### config.mk
export PLATFORM = sky130hd
export DESIGN_NAME = phase_comparator
export DESIGN_NICKNAME = d
export VERILOG_FILES = /design/src/rtl/pc_pkg.sv /design/src/rtl/pc_edge_sense.sv /design/src/rtl/pc_flag_pair.sv /design/src/rtl/pc_lock_judge.sv /design/src/rtl/phase_comparator.sv
export SDC_FILE = /design/constraint.sdc
export NUM_CORES = 1
export LEC_CHECK = 0
export BUFFER_PORTS_ARGS = -buffer_cell sky130_fd_sc_hd__buf_2
export CELL_PAD_IN_SITES_DETAIL_PLACEMENT = 0
export CELL_PAD_IN_SITES_GLOBAL_PLACEMENT = 1
export CORE_MARGIN = 2
export CORE_UTILIZATION = 38
export DETAILED_ROUTE_END_ITERATION = 7
export PLACE_DENSITY = 0.79
export SLEW_MARGIN = 20
export SYNTH_ARGS = -nofsm -noshare
export SYNTH_HDL_FRONTEND = slang
export SYNTH_SLANG_ARGS = --single-unit
### constraint.sdc
create_clock -name clk -period 1.7 [get_ports clk]
set_input_delay 0.17 -clock clk [delete_from_list [all_inputs] [get_ports clk]]
set_output_delay 0.17 -clock clk [all_outputs]
set_load 0.05 [all_outputs]
### src/rtl/pc_pkg.sv
package pc_pkg;
  typedef enum logic [1:0] {
    MON_OFF  = 2'd0,
    MON_REF  = 2'd1,
    MON_VCO  = 2'd2,
    MON_LOCK = 2'd3
  } mon_sel_e;
endpackage

### src/rtl/pc_edge_sense.sv
module pc_edge_sense #(
  parameter int N = 2
) (
  input  logic         clk,
  input  logic         rst_n,
  input  logic [N-1:0] sig,
  output logic [N-1:0] rise,
  output logic [N-1:0] dly
);
  for (genvar g = 0; g < N; g++) begin : g_bit
    always_ff @(posedge clk or negedge rst_n) begin
      if (!rst_n) dly[g] <= 1'b0;
      else        dly[g] <= sig[g];
    end
    assign rise[g] = sig[g] & ~dly[g];
  end
endmodule

### src/rtl/pc_flag_pair.sv
module pc_flag_pair #(
  parameter int RST_DLY = 1
) (
  input  logic clk,
  input  logic rst_n,
  input  logic ref_rise,
  input  logic vco_rise,
  input  logic accept,
  output logic up_q,
  output logic dn_q,
  output logic clr
);
  localparam int DZ_W = $clog2(RST_DLY + 2);

  logic [DZ_W-1:0] dz_q;
  logic            both;

  assign both = up_q & dn_q;

  if (RST_DLY == 0) begin : g_nodly
    assign clr = both;
  end else begin : g_dly
    assign clr = both && (dz_q == DZ_W'(RST_DLY));
  end

  always_ff @(posedge clk or negedge rst_n) begin
    if (!rst_n) begin
      up_q <= 1'b0;
      dn_q <= 1'b0;
      dz_q <= '0;
    end else begin
      up_q <= (up_q & ~clr) | (ref_rise & accept);
      dn_q <= (dn_q & ~clr) | (vco_rise & accept);
      dz_q <= (both && !clr) ? dz_q + 1'b1 : '0;
    end
  end
endmodule

### src/rtl/pc_lock_judge.sv
module pc_lock_judge #(
  parameter int WIN_W  = 4,
  parameter int LOCK_N = 3
) (
  input  logic             clk,
  input  logic             rst_n,
  input  logic             up_q,
  input  logic             dn_q,
  input  logic             clr,
  input  logic             wipe,
  input  logic [WIN_W-1:0] lock_win,
  output logic             locked
);
  localparam int GOOD_W = $clog2(LOCK_N + 1);

  logic [WIN_W-1:0]  err_q;
  logic [GOOD_W-1:0] good_q;
  logic              good_now;

  assign good_now = err_q < lock_win;
  assign locked   = good_q == GOOD_W'(LOCK_N);

  always_ff @(posedge clk or negedge rst_n) begin
    if (!rst_n) begin
      err_q  <= '0;
      good_q <= '0;
    end else if (wipe) begin
      err_q  <= '0;
      good_q <= '0;
    end else if (clr) begin
      err_q <= '0;
      if (!good_now)   good_q <= '0;
      else if (!locked) good_q <= good_q + 1'b1;
    end else if ((up_q ^ dn_q) && (err_q != {WIN_W{1'b1}})) begin
      err_q <= err_q + 1'b1;
    end
  end
endmodule

### src/rtl/phase_comparator.sv
module phase_comparator #(
  parameter int RST_DLY = 1,
  parameter int WIN_W   = 4,
  parameter int LOCK_N  = 3
) (
  input  logic             clk,
  input  logic             rst_n,
  input  logic             ref_in,
  input  logic             vco_in,
  input  logic             pol_norm,
  input  logic             run_req,
  input  logic [WIN_W-1:0] lock_win,
  input  logic [1:0]       mon_sel,
  output logic             pump_up,
  output logic             pump_dn,
  output logic             ext_pp,
  output logic             ext_od_n,
  output logic             lock_det,
  output logic             mon_out,
  output logic             sleeping
);
  import pc_pkg::*;

  logic [1:0] rise, dly;
  logic       up_q, dn_q, clr, locked, sleep_go;

  pc_edge_sense #(.N(2)) u_edge (
    .clk(clk), .rst_n(rst_n), .sig({vco_in, ref_in}), .rise(rise), .dly(dly)
  );

  assign sleep_go = ~run_req & ~up_q & ~dn_q;

  pc_flag_pair #(.RST_DLY(RST_DLY)) u_flags (
    .clk(clk), .rst_n(rst_n), .ref_rise(rise[0]), .vco_rise(rise[1]),
    .accept(~sleep_go), .up_q(up_q), .dn_q(dn_q), .clr(clr)
  );

  pc_lock_judge #(.WIN_W(WIN_W), .LOCK_N(LOCK_N)) u_lock (
    .clk(clk), .rst_n(rst_n), .up_q(up_q), .dn_q(dn_q), .clr(clr),
    .wipe(sleep_go), .lock_win(lock_win), .locked(locked)
  );

  always_ff @(posedge clk or negedge rst_n) begin
    if (!rst_n) sleeping <= 1'b0;
    else        sleeping <= sleep_go;
  end

  assign pump_up  = pol_norm ? up_q : dn_q;
  assign pump_dn  = pol_norm ? dn_q : up_q;
  assign ext_pp   = pump_up;
  assign ext_od_n = ~pump_dn;
  assign lock_det = locked & ~up_q & ~dn_q & ~sleeping;

  always_comb begin
    case (mon_sel_e'(mon_sel))
      MON_REF:  mon_out = dly[0];
      MON_VCO:  mon_out = dly[1];
      MON_LOCK: mon_out = lock_det;
      default:  mon_out = 1'b0;
    endcase
  end
endmodule

# --- Word level (Yosys, flattened, before mapping) ---
# Index checks and enable logic that the tools add are counted.
totals:
  reg_bits: 13
  latchBits: 0
  mem_bits_rw: 0
  romBits: 0
  inputBits: 12
  output_inout_bits: 7
  word_cells: 61
  memories: 0
op_classes:
  addsub: 3
  multipliers: 0
  div_mod_pow: 0
  order_cmp: 1
  n_eq_ne: 7
  shift: 0
  muxes: 11
  n_bitwise: 24
  n_reduce_logical: 7
op_table:
  columns: ["cell", "n"]
  rows:
  - ["$and A1 B1 Y1", 12]
  - ["$mux W4", 3]
  - ["$mux W2", 5]
  - ["$not A1 Y1", 9]
  - ["$eq A2 B2 Y1 const B", 3]
  - ["$add A2 B1 Y2 const B", 2]
  - ["$add A4 B1 Y4 const B", 1]
  - ["$eq A2 B1 Y1 const B", 2]
  - ["$lt A4 B4 Y1", 1]
  - ["$ne A4 B4 Y1 const B", 1]
  - ["$logic_and A1 B1 Y1", 3]
  - ["$ne A3 B3 Y1 const B", 1]
  - ["$pmux W1 S3", 1]
  - ["$reduce_bool A3 Y1", 1]
  - ["$mux W1", 2]
  - ["$or A1 B1 Y1", 2]
  - ["$reduce_and A2 Y1", 1]
  - ["$reduce_bool A2 Y1", 1]
  - ["$logic_not A1 Y1", 1]
  - ["$xor A1 B1 Y1", 1]

# --- Logic depth before layout (Yosys ltp) ---
logic_depth:
  ltp_word: 6
  ltp_mapped: 6

# --- By module ---
# Synthesis repeated with hierarchy kept, for this count alone.
hier_totals:
  hier_cells: 77
  hier_area_um2: 789.5
by_module_without_submodules:
  columns: ["mod", "n_inst", "cells_per_inst", "area_each_um2", "seq_area_each_um2"]
  rows:
  - ["pc_lock_judge", 1, 47, 420.4, 150.1]
  - ["pc_flag_pair", 1, 14, 162.7, 100.1]
  - ["phase_comparator", 1, 12, 128.9, 25.0]
  - ["pc_edge_sense", 1, 4, 77.6, 50.0]

# --- Worst setup path after synthesis ---
# Ideal clock, no wire load.
synth_timing:
  path_type: "register to output"
  start: "register sleeping"
  end: "output mon_out"
  t_arrival_ps: 3242
  t_required_ps: 1530
  path_slack_ps: -1712
  stages_incl_launch_ff: 5
  n_path_buf: 0
  path_cell_list: "dfrtp_1 nor4b_1 mux2_2 nand2_1 o21ai_0"
synth_between:
  elab_chain_cells: 3
synth_rtl:
  columns: ["item", "line", "source"]
  rows:
  - ["start, declared", "phase_comparator.sv:20", "output logic sleeping"]
  - ["start signal, assigned", "phase_comparator.sv:45", "else sleeping <= sleep_go;"]
  - ["$not A1 Y1", "phase_comparator.sv:52", "assign lock_det = locked & ~up_q & ~dn_q & ~sleeping;"]
  - ["$and A1 B1 Y1", "phase_comparator.sv:52", null]
  - ["net lock_det", "phase_comparator.sv:18", "output logic lock_det,"]
  - ["$pmux W1 S3", "phase_comparator.sv:55", "case (mon_sel_e'(mon_sel))"]
  - ["end, declared", "phase_comparator.sv:19", "output logic mon_out,"]
# The timed path passes the listed nets, and every way through them passes these cells.

# --- Worst setup path in the final report ---
layout_timing:
  start: "register u_lock.good_q[1]"
  end: "output mon_out"
layout_between:
  elab_chain_cells: 5
layout_rtl:
  columns: ["item", "line", "source"]
  rows:
  - ["start, declared", "pc_lock_judge.sv:17", "logic [GOOD_W-1:0] good_q;"]
  - ["start signal, assigned", "pc_lock_judge.sv:33", "else if (!locked) good_q <= good_q + 1'b1;"]
  - ["$eq A2 B2 Y1", "pc_lock_judge.sv:21", "assign locked = good_q == GOOD_W'(LOCK_N);"]
  - ["$and A1 B1 Y1 (3 in series)", "phase_comparator.sv:52", null]
  - ["$pmux W1 S3", "phase_comparator.sv:55", null]
# No other way between the ends.

==> results.ini <==
[status]
outcome = finished, final reports clean

[yosys]
ys_ff_latch = 13
syn_inst = 71
synth.mux.area_fraction = 0.06045
syn_nets = 90
synth_top_family_by_area = simple AND/OR/NAND/NOR gates
synth_commonest_cells = dfrtp_1, ha_1, inv_1, nand2_1, nor2_1
synth-edff-count = 0
ys_types = 25
ys_seq_area_frac = 0.4491
syn_area_per_cell_um2 = 10.20
yosysMostFrequentCell = dfrtp_1
netlist_area_um2 = 724.4
synth_fa_ha_area_frac = 0.1209
synth_ff_type = dfrtp_1
synth_xor_area_frac = 0.03627
synth_area_leaders = dfrtp_1, ha_1, mux2_2
yosysTopAreaCellShare = 0.4491
synth_compound_area_frac = 0.09154
synth-simple-area-share = 0.1744
yosys_warnings = 0
synthArstFlopShare = 1.000
synth_top_area_cell = dfrtp_1

[hold_path]
min_path_type = in -> reg
hold_path_end = u_edge.dly[0]
min_from = ref_in
hold_path_depth = 1

[power_and_ir_drop]
power_switching_uw = 775.2
seq_power_share = 0.294
leakagePower_nw = 0.5066
p_per_area_nw_per_um2 = 1783
irDropWorstVdd_v = 0.0007998
power.total_mw = 1.758
p_int_uw = 982.6
swShare = 0.4410
p_clk_frac = 0.110
comb_power_share = 0.596

[cells_and_area]
area_delta_synth_final_pct = 36.10
drive_above_1_share = 0.4412
fill_cells = 183
nets = 122
fin_util = 0.5589
n_antenna_cell = 0
multi_input_area_um2 = 386.6
register_area_um2 = 326.6

[timing]
hold_viol_final = 0
max_freq_mhz = 600.7
rsz0062_at_grt = true
maxSlewHeadroom = 0.7975
period_needed_ns = 1.665
fin_skew_ns = 0.004670
worst_slew_pin_slew_ns = 0.3038
drv_slew = 0
setup_viol = 0
min_period_over_period = 0.9793

[global_route]
grt_pass1_wl_um = 2332
grt_pass1_vias = 585
grt_max_degree = 14
overflow = 0
antenna_found_initial = 0
grt_use_total = 0.1474

[clock_tree]
clock_sinks = 13
clock_path_buffers = 2
root_buffer = clkbuf_4
cts_buffers = 3
cts_tree = done
ctsHtreeMaxLevel = 1
worstSkewPairLatency_ns = 0.27
clkSlewWorstSetupHoldPaths_ns = 0.08

[run]
max_cap_violations = 0

[routing]
drtIter0Drc = 5
drcViolationCount = 0
num_vias = 596
wl_um = 1344
postRouteAntennaNets = 0
avgRoutedWirePerCell_um = 10.58
viasPerCell = 4.693
firstDrtPassIters = 4

[setup_path]
ff2ff_setup_slack_ns = 0.14
slowest_stage = dfrtp_1
crit_required_ns = 1.53
crit_arrival_ns = 1.49
crit-reg2reg-launch = u_lock.good_q[1]
r2r_cells = 5
path_cells = ha_2 -> nor4b_4 -> mux2_4 -> nand2_2 -> o21ai_2 -> buf_6
crit_path_start_kind = register
critPathKind = reg -> out
crit_fanout = 2
crit_family = flip-flops
max_stage_delay_ns = 0.40
cp_num_buf_inv = 1
endpoint_kind = primary output
r2r-end = u_lock.good_q[1]

[floorplanning]
ioPinCount = 19
fp.dieW_um = 47.66
die-area_um2 = 2271
core_area_um2 = 1764
initial_core_util = 0.4106
die_h_um = 47.66
rows = 15

[placement]
gpl.final_weighted_congestion = 0.7748
port_buffers = 18
dp_hpwl_um = 1078

-- flip-flops by register name, indices dropped and copies added (netlist names) --
| signal | count |
|---|---|
| u_flags.up_q | 1 |
| u_edge.dly | 2 |
| u_lock.good_q | 2 |
| u_lock.err_q | 4 |
| u_flags.dz_q | 2 |
| u_flags.dn_q | 1 |
| sleeping | 1 |
-- layer usage --
| metal | vias to the layer above | track usage | wire length [µm] | share of wire |
|---|---|---|---|---|
| met1 | 282 | 0.2098 | 643 | 0.48 |
| li1 | 308 | - | - | - |
| met3 | 2 | 0.02264 | 18 | 0.013 |
| met5 | - | 0 | 0 | 0 |
| met2 | 4 | 0.2216 | 677 | 0.50 |
| met4 | 0 | 0.06486 | 5 | 0.0037 |
-- power groups by stage --
stage	clock (mW)	sequential (mW)	combinational, mW
global placement	0	0.542	0.923
finish	0.194	0.516	1.05
floorplan	0	0.547	0.694
detailed placement	0	0.546	0.938
global route	0.211	0.535	1.19
CTS	0.200	0.514	1.03
-- cells in the final DEF (no fill, tap or decap), types with 2 or more instances in the layout --
cell / count
a32o_1: 2
nor2_1: 6
clkbuf_4: 3
buf_4: 9
nand2_1: 6
buf_6: 2
mux2_2: 2
ha_1: 6
nand3_1: 5
dfrtp_1: 12
inv_1: 7
buf_2: 17
a21oi_1: 2
xor2_1: 3
-- repair_timing --
item                                    in CTS  in global routing
hold buffers                                 1                  0
endpoints found under the hold margin       13                  0
endpoints found under the setup margin       1                  2
pin swaps                                    0                  3
gates resized for setup                      3                  5
setup buffers                                4                  1
-- worst max-delay path by stage --
stage / startpoint / depth (start not counted) / end
detailed placement: u_lock.err_q[2] / 5 / u_lock.good_q[0]
floorplan: sleeping / 4 / mon_out
finish: u_lock.good_q[1] / 6 / mon_out
global placement: u_lock.err_q[2] / 5 / u_lock.good_q[0]
CTS: u_flags.dn_q / 6 / mon_out
global route: u_lock.good_q[1] / 6 / mon_out
-- area by class of cell --
cell class	count	share of cell area
inverter	8	0.03046
timing repair buffer	29	0.1878
multi-input combinational	48	0.3921
clock buffer	4	0.02665
tap	25	0.03173
sequential	13	0.3312
-- logic make-up (layout without fill, tap and decap cells) --
| logic type | Yosys count | in the layout |
|---|---|---|
| adder cells (fa/ha/maj) | 7 | 7 |
| flip-flops | 13 | 13 |
| multiplexers | 4 | 4 |
| AO/OA/AOI/OAI | 9 | 9 |
| XOR/XNOR | 3 | 3 |
| AND/OR/NAND/NOR | 25 | 25 |
| buffers and inverters | 10 | 41 |
-- metrics by stage --
step	instance area, µm²	setup WS, ns	hold WS, ns	std cells	TNS [ns]
floorplan	748.2	-0.2526	-0.1256	71	-0.2526
global placement	888.4	0.06879	0.07040	117	0
detailed placement	888.4	0.05834	0.07338	117	0
CTS	963.4	0.002233	0.01060	126	0
global route	985.9	-0.03867	0.005994	127	-0.03867
finish	985.9	0.03526	0.02196	127	0
No activity file was read; power rests on OpenSTA's default activity.
